$ cat config.mk
export PLATFORM = sky130hd
export DESIGN_NAME = mem_target_port
export DESIGN_NICKNAME = d
export VERILOG_FILES = /design/src/rtl/mtp_pkg.sv /design/src/rtl/mtp_decode.sv /design/src/rtl/mtp_store.sv /design/src/rtl/mtp_resp_fifo.sv /design/src/rtl/mem_target_port.sv
export SDC_FILE = /design/constraint.sdc
export NUM_CORES = 1
export LEC_CHECK = 0
export ABC_AREA = 1
export BUFFER_PORTS_ARGS = -buffer_cell sky130_fd_sc_hd__buf_2
export CORE_UTILIZATION = 41
export CTS_CLUSTER_DIAMETER = 50
export DETAILED_ROUTE_END_ITERATION = 8
export PLACE_DENSITY = 0.53
export SYNTH_ARGS = -nofsm -noshare
export SYNTH_HDL_FRONTEND = slang
export SYNTH_SLANG_ARGS = --single-unit
$ cat constraint.sdc
create_clock -name clk_i -period 2.6 [get_ports clk_i]
set_clock_uncertainty 0.1 [all_clocks]
set_input_delay 0.26 -clock clk_i [delete_from_list [all_inputs] [get_ports clk_i]]
set_output_delay 0.26 -clock clk_i [all_outputs]
set_load 0.05 [all_outputs]
$ cat src/rtl/mtp_pkg.sv
package mtp_pkg;
  localparam logic [2:0] CMD_IDLE  = 3'd0;
  localparam logic [2:0] CMD_WR    = 3'd1;
  localparam logic [2:0] CMD_RD    = 3'd2;
  localparam logic [2:0] CMD_WRNP  = 3'd5;
  localparam logic [2:0] CMD_BCAST = 3'd7;

  typedef enum logic [1:0] {
    RSP_NONE = 2'd0,
    RSP_OK   = 2'd1,
    RSP_FAIL = 2'd2,
    RSP_ERR  = 2'd3
  } rsp_code_e;
endpackage

$ cat src/rtl/mtp_decode.sv
module mtp_decode
  import mtp_pkg::*;
#(
  parameter int ADDR_W = 6,
  parameter int DEPTH  = 16
) (
  input  logic [2:0]        cmd_i,
  input  logic [ADDR_W-1:0] addr_i,
  output logic              posted_o,
  output logic              need_rsp_o,
  output logic              wr_o,
  output logic              rd_o,
  output rsp_code_e         code_o
);
  localparam logic [ADDR_W:0] DEPTH_L = (ADDR_W+1)'(DEPTH);

  logic in_range;
  assign in_range = {1'b0, addr_i} < DEPTH_L;

  always_comb begin
    posted_o   = 1'b0;
    need_rsp_o = 1'b0;
    wr_o       = 1'b0;
    rd_o       = 1'b0;
    code_o     = RSP_NONE;
    case (cmd_i)
      CMD_IDLE: ;
      CMD_WR, CMD_BCAST: begin
        posted_o = 1'b1;
        wr_o     = in_range;
      end
      CMD_RD: begin
        need_rsp_o = 1'b1;
        rd_o       = in_range;
        code_o     = in_range ? RSP_OK : RSP_ERR;
      end
      CMD_WRNP: begin
        need_rsp_o = 1'b1;
        wr_o       = in_range;
        code_o     = in_range ? RSP_OK : RSP_ERR;
      end
      default: begin
        need_rsp_o = 1'b1;
        code_o     = RSP_ERR;
      end
    endcase
  end
endmodule

$ cat src/rtl/mtp_store.sv
module mtp_store #(
  parameter int DATA_W = 32,
  parameter int DEPTH  = 16,
  localparam int BE_W  = DATA_W / 8,
  localparam int IDX_W = $clog2(DEPTH)
) (
  input  logic              clk_i,
  input  logic              rst_ni,
  input  logic              we_i,
  input  logic [IDX_W-1:0]  idx_i,
  input  logic [DATA_W-1:0] wdata_i,
  input  logic [BE_W-1:0]   be_i,
  output logic [DATA_W-1:0] rdata_o
);
  logic [DATA_W-1:0] mem [DEPTH];
  logic [DATA_W-1:0] lane_mask;

  for (genvar b = 0; b < BE_W; b++) begin : g_lane
    assign lane_mask[8*b +: 8] = {8{be_i[b]}};
  end

  always_ff @(posedge clk_i or negedge rst_ni) begin
    if (!rst_ni) begin
      for (int i = 0; i < DEPTH; i++) mem[i] <= '0;
    end else if (we_i) begin
      mem[idx_i] <= (mem[idx_i] & ~lane_mask) | (wdata_i & lane_mask);
    end
  end

  assign rdata_o = mem[idx_i] & lane_mask;
endmodule

$ cat src/rtl/mtp_resp_fifo.sv
module mtp_resp_fifo #(
  parameter int WIDTH  = 34,
  parameter int DEPTH  = 4,
  localparam int PTR_W = (DEPTH > 1) ? $clog2(DEPTH) : 1,
  localparam int CNT_W = $clog2(DEPTH + 1)
) (
  input  logic             clk_i,
  input  logic             rst_ni,
  input  logic             push_i,
  input  logic [WIDTH-1:0] din_i,
  input  logic             pop_i,
  output logic [WIDTH-1:0] dout_o,
  output logic             full_o,
  output logic             empty_o,
  output logic [CNT_W-1:0] count_o
);
  logic [WIDTH-1:0] slot [DEPTH];
  logic [PTR_W-1:0] wr_ptr, rd_ptr;
  logic [CNT_W-1:0] count;
  logic do_push, do_pop;

  assign full_o  = count == CNT_W'(DEPTH);
  assign empty_o = count == '0;
  assign do_push = push_i && !full_o;
  assign do_pop  = pop_i && !empty_o;
  assign dout_o  = slot[rd_ptr];
  assign count_o = count;

  function automatic logic [PTR_W-1:0] nxt(input logic [PTR_W-1:0] p);
    return (p == PTR_W'(DEPTH - 1)) ? '0 : p + 1'b1;
  endfunction

  always_ff @(posedge clk_i or negedge rst_ni) begin
    if (!rst_ni) begin
      wr_ptr <= '0;
      rd_ptr <= '0;
      count  <= '0;
      for (int i = 0; i < DEPTH; i++) slot[i] <= '0;
    end else begin
      if (do_push) begin
        slot[wr_ptr] <= din_i;
        wr_ptr       <= nxt(wr_ptr);
      end
      if (do_pop) rd_ptr <= nxt(rd_ptr);
      case ({do_push, do_pop})
        2'b10:   count <= count + 1'b1;
        2'b01:   count <= count - 1'b1;
        default: ;
      endcase
    end
  end
endmodule

$ cat src/rtl/mem_target_port.sv
module mem_target_port
  import mtp_pkg::*;
#(
  parameter int ADDR_W  = 6,
  parameter int DATA_W  = 32,
  parameter int DEPTH   = 16,
  parameter int QDEPTH  = 4,
  parameter bit RESP_BP = 1'b1,
  localparam int BE_W   = DATA_W / 8,
  localparam int IDX_W  = $clog2(DEPTH),
  localparam int CNT_W  = $clog2(QDEPTH + 1),
  localparam int ENT_W  = 2 + DATA_W
) (
  input  logic              clk_i,
  input  logic              rst_ni,
  input  logic [2:0]        req_cmd_i,
  input  logic [ADDR_W-1:0] req_addr_i,
  input  logic [DATA_W-1:0] req_wdata_i,
  input  logic [BE_W-1:0]   req_be_i,
  output logic              req_accept_o,
  output logic [1:0]        rsp_code_o,
  output logic [DATA_W-1:0] rsp_rdata_o,
  input  logic              rsp_accept_i
);
  logic posted, need_rsp, dec_wr, dec_rd;
  rsp_code_e dec_code;
  logic fire, q_push, q_pop, q_full, q_empty;
  logic [CNT_W-1:0]  q_count;
  logic [DATA_W-1:0] st_rdata;
  logic [ENT_W-1:0]  q_din, q_dout;

  mtp_decode #(.ADDR_W(ADDR_W), .DEPTH(DEPTH)) u_dec (
    .cmd_i      (req_cmd_i),
    .addr_i     (req_addr_i),
    .posted_o   (posted),
    .need_rsp_o (need_rsp),
    .wr_o       (dec_wr),
    .rd_o       (dec_rd),
    .code_o     (dec_code)
  );

  // posted writes never need a queue slot
  assign req_accept_o = posted || !q_full;
  assign fire         = req_accept_o && (req_cmd_i != CMD_IDLE);
  assign q_push       = fire && need_rsp;

  mtp_store #(.DATA_W(DATA_W), .DEPTH(DEPTH)) u_store (
    .clk_i   (clk_i),
    .rst_ni  (rst_ni),
    .we_i    (fire && dec_wr),
    .idx_i   (req_addr_i[IDX_W-1:0]),
    .wdata_i (req_wdata_i),
    .be_i    (req_be_i),
    .rdata_o (st_rdata)
  );

  assign q_din = {dec_code, dec_rd ? st_rdata : '0};

  if (RESP_BP) begin : g_bp
    assign q_pop = !q_empty && rsp_accept_i;
  end else begin : g_nobp
    assign q_pop = !q_empty;
  end

  mtp_resp_fifo #(.WIDTH(ENT_W), .DEPTH(QDEPTH)) u_q (
    .clk_i   (clk_i),
    .rst_ni  (rst_ni),
    .push_i  (q_push),
    .din_i   (q_din),
    .pop_i   (q_pop),
    .dout_o  (q_dout),
    .full_o  (q_full),
    .empty_o (q_empty),
    .count_o (q_count)
  );

  assign rsp_code_o  = q_empty ? RSP_NONE : q_dout[ENT_W-1 -: 2];
  assign rsp_rdata_o = q_empty ? '0 : q_dout[DATA_W-1:0];
endmodule

Word-level counts from Yosys, hierarchy flattened. Cells that the tools add are included.

Bitwise gates (word level): 8. Magnitude comparators: 6. Muxes and demuxes: 24. Add/sub/neg operators: 4. Equality and inequality tests: 9. Reductions and logical operators: 19.

Operators with widths (number): $bwmux W512 (1); $mux W32 (5); $bwmux W136 (1); $bmux W32 S4 (1); $demux W32 S4 (1); $mux W34 (3); $and A32 B32 Y32 (3); $bmux W34 S2 (1); $demux W34 S2 (1); $not A32 Y32 (1); $or A32 B32 Y32 (1); $eq A3 B3 Y1 const B (3); $logic_and A1 B1 Y1 (8); $mux W2 (4); $eq A2 B2 Y1 const B (3); $ge A3 B3 Y1 const B (2); $logic_not A3 Y1 (2); $lt A6 B5 Y1 const B (1); $not A2 Y3 (2); $pmux W3 S2 (1); $reduce_or A3 Y1 (2); $ge A5 B5 Y1 const B (1); $lt A5 B1 Y1 const B (1); $not A4 Y5 (1); other kinds (14) (20).

Output and inout bits: 35. Word-level logic and storage cells: 93. Input bits: 48. Register bits: 655.

Depth between registers and ports, before layout. Gate-level depths: netlist of run 1.

Depth after elaboration: 9. Depth in mapped cells: 15. Mapped depth without buffers: 11.

By module. Synthesis of run 1 repeated with hierarchy kept, for this count alone.

Cell total of the unflattened synthesis: 4961. Area, all modules: 34808.4 sq um.

By module, submodules not included: mtp_store (times used 1, area each 26724.4 sq um, cells each 3870, sequential area each 12812.3 sq um); mtp_resp_fifo (times used 1, area each 7365.8 sq um, cells each 919, sequential area each 3578.4 sq um); mem_target_port (times used 1, area each 619.3 sq um, cells each 151, sequential area each 0.0 sq um); mtp_decode (times used 1, area each 98.8 sq um, cells each 21, sequential area each 0.0 sq um).

Worst setup path after synthesis of run 1. OpenSTA, ideal clock, no wires.

Path type: reg-to-output. Start: reg u_q.rd_ptr[0]. End: out rsp_code_o[0]. Stages on the path, launching flop included: 7. Arrival time: 2070 ps. Required time: 2240 ps. Path slack: 170 ps. Path buffers: 3. Path through: dfrtp_1 > clkbuf_1 > inv_1 > clkbuf_1 > clkbuf_1 > o21ai_0 > a21oi_1.

Word-level cells in the longest chain between the ends: 5.

Ends and longest elaborated chain: start: declaration (RTL line mtp_resp_fifo.sv:18) `logic [PTR_W-1:0] wr_ptr, rd_ptr;`; start signal: assignment (RTL line mtp_resp_fifo.sv:44) `if (do_pop) rd_ptr <= nxt(rd_ptr);`; $not A2 Y3 (implied by the code) (RTL line mtp_resp_fifo.sv:26) `assign dout_o = slot[rd_ptr];`; $bmux W34 S2 (RTL line mtp_resp_fifo.sv:26); $mux W34 (implied by the code) (2 in a row) (RTL line mtp_resp_fifo.sv:26); $mux W2 (RTL line mem_target_port.sv:77) `assign rsp_code_o = q_empty ? RSP_NONE : q_dout[ENT_W-1 -: 2];`; end: declaration (RTL line mem_target_port.sv:21) `output logic [1:0] rsp_code_o,`.

No other way between the ends. The select of a mux whose other input is x is not followed.

Final worst setup path of run 1.
Start: reg u_q.rd_ptr[0]. End: out rsp_rdata_o[10].

Word-level cells in the longest chain between the ends: 5.

Ends and longest elaborated chain: $not A2 Y3 (implied by the code) (RTL line mtp_resp_fifo.sv:26); $bmux W34 S2 (RTL line mtp_resp_fifo.sv:26); $mux W34 (implied by the code) (2 in a row) (RTL line mtp_resp_fifo.sv:26); $mux W32 (RTL line mem_target_port.sv:78) `assign rsp_rdata_o = q_empty ? '0 : q_dout[DATA_W-1:0];`; end: declaration (RTL line mem_target_port.sv:22) `output logic [DATA_W-1:0] rsp_rdata_o,`.

No other way between the ends. The select of a mux whose other input is x is not followed.

==> metrics.md, run 1 <==
| Metric | Value |
|---|---|
| Cell count after synthesis | `roughly 4,800` |
| DR WL/cell | `20.9 um` |
| Most common library cells after synthesis | `2,482 x sky130_fd_sc_hd__nand2_1, 655 x sky130_fd_sc_hd__dfrtp_1, 643 x sky130_fd_sc_hd__nand3_1` |
| Main area contributors after synthesis | `sky130_fd_sc_hd__dfrtp_1 48%, sky130_fd_sc_hd__nand2_1 27%, sky130_fd_sc_hd__nand3_1 9.4%` |
| Filler-free cell count of the finished design | `5,901` |
| Cell at the root of the clock tree | `sky130_fd_sc_hd__clkbuf_16` |
| Standard cell core area | `a little over 0.08 mm2` |
| Num CTS Buffers | `96` |
| Share of cells above drive strength 1 | `~11%` |
| First-pass GRT wire length | `190,000 um` |
| Unrepaired setup endpoints after global routing | `no` |
| Max Slew Vio Count | `0` |
| Worst R2R End | `u_store.mem[180]` |
| Slowest cell on the critical path | `sky130_fd_sc_hd__dfrtp_2` |
| Initial cell density of the core | `41.6%` |
| FFs w/ async S/R, synth | `100%` |
| Count of antenna diodes in the layout | `0` |
| Count of final setup violators | `0` |
| Sort of element at the end of the critical path | `output pin` |
| Final TNS setup | `0 ns` |
| Most frequently used cell type in the post-synthesis netlist | `sky130_fd_sc_hd__nand2_1` |
| Highest cell delay on the worst timing path | `approximately 0.43 ns` |
| Number of antenna violations at the first check in global routing | `0` |
| # port buffers | `82` |
| Hpwl dp | `~73,000 um` |
| Layout net count | `slightly below 5,000` |
| Total power after layout | `roughly 34 mW` |
| Routed wire length | `~120,000 um` |
| Via count | `between 30,000 and 40,000` |
| Worst relative slew slack | `a little over a third` |
| Iteration count of the initial detailed-routing pass | `5` |
| CTS tree | `done` |
| Area growth syn-to-layout | `15.0%` |
| YS warnings | `0` |
| Count of different cell masters after synthesis | `27` |
| Clock Latency Late Sink | `just under 0.7 ns` |
| Top_reg_cell synth | `sky130_fd_sc_hd__dfrtp_1` |
| Fraction of post-synthesis cell area in the top cell type by area | `between 40 and 50%` |
| Combined buffer and inverter count along the critical path | `3` |
| Critical path, cell by cell | `buf_4 > clkbuf_16 > o21ai_0 > a21oi_1 > buf_2` |
| Upper clock frequency limit | `398 MHz` |
| Detailed-route DRC error count | `0` |
| Worst-case register-to-register setup slack | `between 0.15 and 0.2 ns` |
| Clock H-tree levels | `3` |
| RD Place Congestion | `slightly above 0.8` |
| Synthesized Nets | `around 4,800` |
| Total power divided by cell area | `860 mW/mm2` |
| Maximum number of pins on one net before global-route repair | `87` |
| Status | `complete, no violations` |
| Syn_area_per_cell | `7.14 um2` |
| CTS clock-pin slew for the worst setup and hold paths | `0.06 ns` |
| Max-cap check violation count | `0` |
| Clock period minus final worst setup slack | `approximately 2.5 ns` |
| CP Data Arrival Time | `between 2 and 2.5 ns` |
| Crit Reg-Reg Startpoint | `u_q.count_o[1]` |
| Synthesis-stage register bit count | `655` |
| Number of global-route vias before repair | `~30,000` |
| Post-Syn Area | `roughly 0.034 mm2` |
| Required arrival time at the worst endpoint | `roughly 2.2 ns` |
| Utilization after layout | `47.8%` |
| Die outline area | `0.0845 mm2` |
| Pleak | `~22 nW` |
| DR iter-0 viols | `between 2,000 and 3,000` |
| Classification of the worst setup path | `reg2out` |
| Global route total overflow | `0` |
| Height of the chip | `291 um` |
| Part of the Yosys area used for sequential elements | `a little under half` |
| CP top delay family | `buffers and inverters` |
| Total clock sinks | `655` |
| Number of enable-type register cells in the synthesized netlist | `0` |
| Logic depth of the worst register-to-register path | `10` |
| Hold Violations, Final | `0` |
| Element type at the critical path start | `register` |
| CTS Buffer Depth | `3` |
| Worst hold-check path type | `in2async` |
| Boundary pin count | `between 80 and 90` |
| Number of antenna-violating nets in the routed design | `0` |
| Cell row count | `around 110` |
| Cell type contributing the most total cell area after synthesis | `sky130_fd_sc_hd__dfrtp_1` |
| Via count normalized by instance count | `between 5 and 6` |
| Die Width | `291 um` |
| Instance count after placement with tap cells included | `around 5,700` |
| Transition at the pin with the smallest max-transition slack | `between 0.9 and 1 ns` |
| All-layer global routing usage | `between 20 and 30%` |
| Share of the clock period used by the worst path after layout | `between 90% and 100%` |
| Largest fanout on the critical path | `35` |
| IR drop worst, VDD | `between 0.0005 and 0.0006 V` |
| Worst slack on hold paths | `0.0411 ns` |
-- power breakdown --
part           switching (mW)  internal [mW]
logic                    6.05           2.39
registers               0.584           11.3
clock network            5.21           8.29
-- metrics by stage --
step / area (um2) / worst slack, ns
after floorplan: 34200 / 0.170
after global placement: 35800 / 0.276
after detailed placement: 35800 / 0.233
after CTS: 39200 / 0.00481
after global routing: 39300 / 0.00238
final: 39300 / 0.0859
-- worst max path at each step --
| stage | start | cells after the start | to |
|---|---|---|---|
| finish | u_q.rd_ptr[0] | 5 | rsp_rdata_o[10] |
| global route | u_q.rd_ptr[1] | 6 | rsp_rdata_o[19] |
| CTS | u_q.rd_ptr[0] | 5 | rsp_rdata_o[9] |
| detailed placement | u_q.count_o[1] | 10 | u_store.mem[136] |
| global placement | u_q.count_o[1] | 10 | u_store.mem[176] |
| floorplan | u_q.rd_ptr[0] | 6 | rsp_code_o[0] |
-- layout by cell type, fill, tap and decap left out, types with 35 or more instances in the layout --
cell and count:
sky130_fd_sc_hd__a21oi_1 93, sky130_fd_sc_hd__buf_12 59, sky130_fd_sc_hd__buf_2 58, sky130_fd_sc_hd__buf_4 102, sky130_fd_sc_hd__clkbuf_16 97, sky130_fd_sc_hd__dfrtp_1 654
sky130_fd_sc_hd__inv_1 150, sky130_fd_sc_hd__nand2_1 2482, sky130_fd_sc_hd__nand2_2 35, sky130_fd_sc_hd__nand3_1 643, sky130_fd_sc_hd__nor2_1 40, sky130_fd_sc_hd__o21ai_0 208
-- metal layers --
layer  track usage [%]  routed length, um
met5                 0                  0
met1              41.2              55500
met3              3.34               7550
met2              47.3              57400
met4              8.72               3120
-- cells by family (layout without fill, tap and decap cells) --
group	Yosys count	after routing	share of synthesized area (%)
compound gates	315	315	4.61
flops	655	655	47.9
buf+inv	545	587	7.99
simple gates	3265	3265	39.1
xor+xnor	2	2	0.0513
fa+ha+maj	7	7	0.278
-- state kept, by name, indices dropped and copies added, names as in the netlist --
signal       flops
u_q.count_o      3
u_q.rd_ptr       2
u_q.slot       136
u_q.wr_ptr       2
u_store.mem    512
-- area by class of cell --
| class | instances | area [um2] |
|---|---|---|
| Inverter | 180 | 693 |
| Fill cell | 8354 | 42900 |
| Clock buffer | 121 | 2610 |
| Timing Repair Buffer | 230 | 2370 |
| Tap cell | 1070 | 1340 |
| Clock inverter | 56 | 742 |
| Sequential cell | 655 | 16400 |
| Multi-Input combinational cell | 3589 | 15200 |
-- worst reg2reg max path, cell delays in order, from the launching register on --
cell and delay (ns):
sky130_fd_sc_hd__dfrtp_1 0.41, sky130_fd_sc_hd__nor3_1 0.25, sky130_fd_sc_hd__nand2_1 0.10, sky130_fd_sc_hd__nand2_1 0.14, sky130_fd_sc_hd__buf_12 0.15, sky130_fd_sc_hd__nor2_1 0.05
sky130_fd_sc_hd__inv_2 0.16, sky130_fd_sc_hd__nor2_4 0.05, sky130_fd_sc_hd__inv_2 0.70, sky130_fd_sc_hd__nand2_1 0.14, sky130_fd_sc_hd__nand2_1 0.11
-- what timing repair did --
| action | 4_1_cts | 5_1_grt |
|---|---|---|
| gates cloned | 0 | 1 |
| resized for setup | 22 | 17 |
| hold buffers | 3 | 0 |
| endpoints found under the hold margin | 537 | 0 |
| setup buffers | 0 | 1 |
| pin swaps | 0 | 1 |
| endpoints found under the setup margin | 28 | 17 |
Power figures use the tool's default switching activity.
==> run 2, diff against run 1 <==
--- a/config.mk
+++ b/config.mk
@@ -5,8 +5,8 @@
 export SDC_FILE = /design/constraint.sdc
 export NUM_CORES = 1
 export LEC_CHECK = 0
-export ABC_AREA = 1
 export BUFFER_PORTS_ARGS = -buffer_cell sky130_fd_sc_hd__buf_2
+export CAP_MARGIN = 0
 export CORE_UTILIZATION = 41
 export CTS_CLUSTER_DIAMETER = 50
 export DETAILED_ROUTE_END_ITERATION = 8
==> constraint.sdc (replaced) <==
create_clock -name clk_i -period 2.6 [get_ports clk_i]
set_clock_uncertainty 0.1 [all_clocks]
set_input_delay 0.26 -clock clk_i [delete_from_list [all_inputs] [get_ports clk_i]]
set_output_delay 0.26 -clock clk_i [all_outputs]
set_load 0.02 [all_outputs]
==> run 2 against run 1 <==
- the flow now finishes with violations (design-rule violations)
- clock-buffer cell count is 11 lower
- sequential share of layout area is 4.6 points higher
- non-clock buffer count is 7 lower
- combinational power is 39% lower
- sequential power is 3% higher
- clock power is 13% lower
- first-iteration DRC count is 33% lower
- sequential cell count stayed put
- critical path type unchanged
==> metrics.md, run 2 <==
| Metric | Value |
|---|---|
| Detailed-route DRC error count | `9 (was 0)` |
| Number of antenna-violating nets in the routed design | `0 (unchanged)` |
| Count of final setup violators | `0 (unchanged)` |
| Cell count after synthesis | `2,786 (was 4,789)` |
| Routed wire length | `87,200 um (was 124,000 um)` |
| Status | `finished, violations left (was complete, no violations)` |
| Number of enable-type register cells in the synthesized netlist | `0 (unchanged)` |
| Number of flip-flops under the largest register name | `512 (unchanged)` |
| Most common library cells after synthesis | `655 x sky130_fd_sc_hd__dfrtp_1, 594 x sky130_fd_sc_hd__nand2_1, 257 x sky130_fd_sc_hd__mux2i_1 (was 2,482 x sky130_fd_sc_hd__nand2_1, 655 x sky130_fd_sc_hd__dfrtp_1, 643 x sky130_fd_sc_hd__nand3_1)` |
| Worst relative slew slack | `36.9% (was 35.2%)` |
| Worst hold-check path type | `in2reg (was in2async)` |
| Violated checks | `design-rule violations` |
| Number of global-route vias before repair | `22,600 (was 30,200)` |
| Boundary pin count | `83 (unchanged)` |
| Transition at the pin with the smallest max-transition slack | `0.946 ns (was 0.970 ns)` |
| Hpwl dp | `54,400 um (was 73,000 um)` |
| Most common cell after layout, fill and taps aside | `sky130_fd_sc_hd__dfrtp_1 (was sky130_fd_sc_hd__nand2_1)` |
| Synthesis-stage register bit count | `655 (unchanged)` |
| Top metal layer carrying routed signals | `met5 (was met4)` |
| Metal2 WL | `42,000 um (was 57,400 um)` |
| IR drop worst, VDD | `0.000449 V (was 0.000589 V)` |
| Proportion of power drawn by the clock network | `40.1% (was 39.9%)` |
| CTS Buffer Depth | `3 (unchanged)` |
| Largest fanout on the critical path | `16 (was 35)` |
| Iteration count of the initial detailed-routing pass | `7 (was 5)` |
| Die Width | `274 um (was 291 um)` |
| Max Slew Vio Count | `0 (unchanged)` |
| Fraction of power spent switching nets | `28.2% (was 35.0%)` |
| Required arrival time at the worst endpoint | `2.24 ns (about the same)` |
| Number of antenna violations at the first check in global routing | `3 (was 0)` |
| Count of different cell masters after synthesis | `45 (was 27)` |
| DR WL/cell | `22.4 um (was 20.9 um)` |
| CTS tree | `done (unchanged)` |
| CP Data Arrival Time | `2.18 ns (was 2.15 ns)` |
| Combinational power share | `17.7% (was 25.0%)` |
| Num CTS Buffers | `83 (was 96)` |
| Syn_area_per_cell | `10.9 um2 (was 7.14 um2)` |
| All-layer global routing usage | `23.5% (was 29.3%)` |
| Register bank with the most flops | `u_store.mem (unchanged)` |
| Maximum number of pins on one net before global-route repair | `105 (was 87)` |
| Cell at the root of the clock tree | `sky130_fd_sc_hd__clkbuf_16 (unchanged)` |
| Part of the Yosys area used for sequential elements | `53.9% (was 47.9%)` |
| Synthesized Nets | `2,841 (was 4,844)` |
| Cell row count | `99 (was 105)` |
| Initial cell density of the core | `41.5% (was 41.6%)` |
| CTS clock-pin slew for the worst setup and hold paths | `0.06 ns (about the same)` |
| Upper clock frequency limit | `393 MHz (was 398 MHz)` |
| Filler-free cell count of the finished design | `3,887 (was 5,901)` |
| Pleak | `16.7 nW (was 21.6 nW)` |
| Most frequently used cell type in the post-synthesis netlist | `sky130_fd_sc_hd__dfrtp_1 (was sky130_fd_sc_hd__nand2_1)` |
| Fraction of post-synthesis cell area in the top cell type by area | `53.9% (was 47.9%)` |
| Clock H-tree levels | `3 (unchanged)` |
| Classification of the worst setup path | `reg2out (unchanged)` |
| Hold Violations, Final | `0 (unchanged)` |
| Element type at the critical path start | `register (unchanged)` |
| Standard cell core area | `0.0732 mm2 (was 0.0822 mm2)` |
| Die outline area | `0.0752 mm2 (was 0.0845 mm2)` |
| Share of the clock period used by the worst path after layout | `97.8% (was 96.7%)` |
| Total clock sinks | `655 (unchanged)` |
| Internal Pwr Total | `21.0 mW (was 22.0 mW)` |
| Share of cells above drive strength 1 | `18.9% (was 11.0%)` |
| Total power divided by cell area | `826 mW/mm2 (was 860 mW/mm2)` |
| Instance count after placement with tap cells included | `3,733 (was 5,719)` |
| Share of total power in sequential cells | `42.2% (was 35.1%)` |
| Via count | `21,900 (was 31,600)` |
| Global route total overflow | `0 (unchanged)` |
| # port buffers | `82 (unchanged)` |
| Unrepaired setup endpoints after global routing | `yes (was no)` |
| Met3 routed wirelength | `4080 um (was 7550 um)` |
| Clock Latency Late Sink | `0.62 ns (was 0.68 ns)` |
| Most frequent cells in the layout | `654 x sky130_fd_sc_hd__dfrtp_1, 590 x sky130_fd_sc_hd__nand2_1, 257 x sky130_fd_sc_hd__mux2i_1 (was 2,482 x sky130_fd_sc_hd__nand2_1, 654 x sky130_fd_sc_hd__dfrtp_1, 643 x sky130_fd_sc_hd__nand3_1)` |
| Sort of element at the end of the critical path | `output pin (unchanged)` |
| Height of the chip | `274 um (was 291 um)` |
| Utilization after layout | `48.3% (was 47.8%)` |
| Via count normalized by instance count | `5.63 (was 5.35)` |
| Detailed-route wire length on metal 1 | `38,900 um (was 55,500 um)` |
| Area growth syn-to-layout | `16.4% (was 15.0%)` |
| Cell type contributing the most total cell area after synthesis | `sky130_fd_sc_hd__dfrtp_1 (unchanged)` |
| FFs w/ async S/R, synth | `100% (unchanged)` |
| Layout net count | `2,920 (was 4,807)` |
| YS warnings | `0 (unchanged)` |
| First-pass GRT wire length | `135,000 um (was 190,000 um)` |
| RD Place Congestion | `0.781 (was 0.828)` |
| Total net switching power | `8.25 mW (was 11.8 mW)` |
| Top_reg_cell synth | `sky130_fd_sc_hd__dfrtp_1 (unchanged)` |
| Max-cap check violation count | `0 (unchanged)` |
| Main area contributors after synthesis | `sky130_fd_sc_hd__dfrtp_1 54%, sky130_fd_sc_hd__mux2i_1 8.5%, sky130_fd_sc_hd__nand2_1 7.3% (was sky130_fd_sc_hd__dfrtp_1 48%, sky130_fd_sc_hd__nand2_1 27%, sky130_fd_sc_hd__nand3_1 9.4%)` |
| Clock period minus final worst setup slack | `2.54 ns (was 2.51 ns)` |
| DR iter-0 viols | `1,940 (was 2,883)` |
| Post-Syn Area | `0.0304 mm2 (was 0.0342 mm2)` |
## run 2: timing repair
item	CTS	global route
endpoints found under the hold margin	469	0
resized for setup	1	4
endpoints found under the setup margin	32	19
buffers inserted	2	0
cloned	1	1
hold buffers	2	0
pin swaps	0	0
## run 2: final cells by class
class / count / area (um2)
Clock buffer: 110 / 2330
Clock inverter: 37 / 475
Timing Repair Buffer: 223 / 2050
Antenna cell: 1 / 2.50
Sequential cell: 655 / 16400
Multi-Input combinational cell: 1862 / 12800
Tap cell: 959 / 1200
Fill cell: 6642 / 37800
Inverter: 40 / 150
## run 2: cells by family after synthesis
| kind of cell | after synthesis | share of synthesized area (%) |
|---|---|---|
| AND/OR/NAND/NOR | 684 | 9.37 |
| XOR/XNOR | 4 | 0.115 |
| adder cells (fa/ha/maj) | 7 | 0.313 |
| multiplexers | 420 | 15.8 |
| AO/OA/AOI/OAI | 747 | 16.3 |
| flip-flops | 655 | 53.9 |
| buffers and inverters | 269 | 4.19 |
## run 2: per-layer routing
layer	vias up	global-route usage [%]
li1	10200	-
met1	11100	31.9
met2	501	38.8
met3	125	3.32
met4	2	7.65
met5	-	0
## run 2: worst max-delay path: stages (launching register included)
cell	delay [ns]
sky130_fd_sc_hd__dfrtp_2	0.41
sky130_fd_sc_hd__buf_12	0.22
sky130_fd_sc_hd__mux4_2	0.58
sky130_fd_sc_hd__nor2b_1	0.16
sky130_fd_sc_hd__buf_2	0.17
## run 2: path summary, 6_finish.rpt
kind | start | end | slack, ns | cells past startpoint
setup reg to reg | u_q.count_o[2] | u_store.mem[474] | 0.24 | 8
max in group asynchronous | rst_ni | u_store.mem[428] | 1.41 | 4
hold reg to reg | u_q.slot[32] | u_q.slot[32] | 0.36 | 1
min in group asynchronous | rst_ni | u_store.mem[190] | 0.09 | 2
setup / recovery | u_q.rd_ptr[0] | rsp_rdata_o[24] | 0.06 | 4
hold / removal | req_cmd_i[2] | u_q.slot[67] | 0.06 | 3
## run 2: power groups by stage
stage               clock network (mW)  registers [mW]  logic, mW
CTS                               12.0            12.3       5.17
global placement                     0            12.4       4.89
floorplan                            0            12.3       3.47
finish                            11.7            12.3       5.16
detailed placement                   0            12.5       5.02
global route                      12.4            12.5       5.75
## run 2: metrics by stage
stage	worst slack [ns]	total power, mW	cell area (um2)	hold WS, ns	TNS [ns]
after floorplan	0.371	15.7	30400	-0.136	0
after global placement	-0.263	17.3	32500	0.106	-6.02
after detailed placement	-0.359	17.5	32500	0.109	-9.82
after CTS	-0.00479	29.5	35300	0.0631	-0.00479
after global routing	-0.0239	30.7	35400	0.102	-0.0342
final	0.0567	29.2	35400	0.0558	0
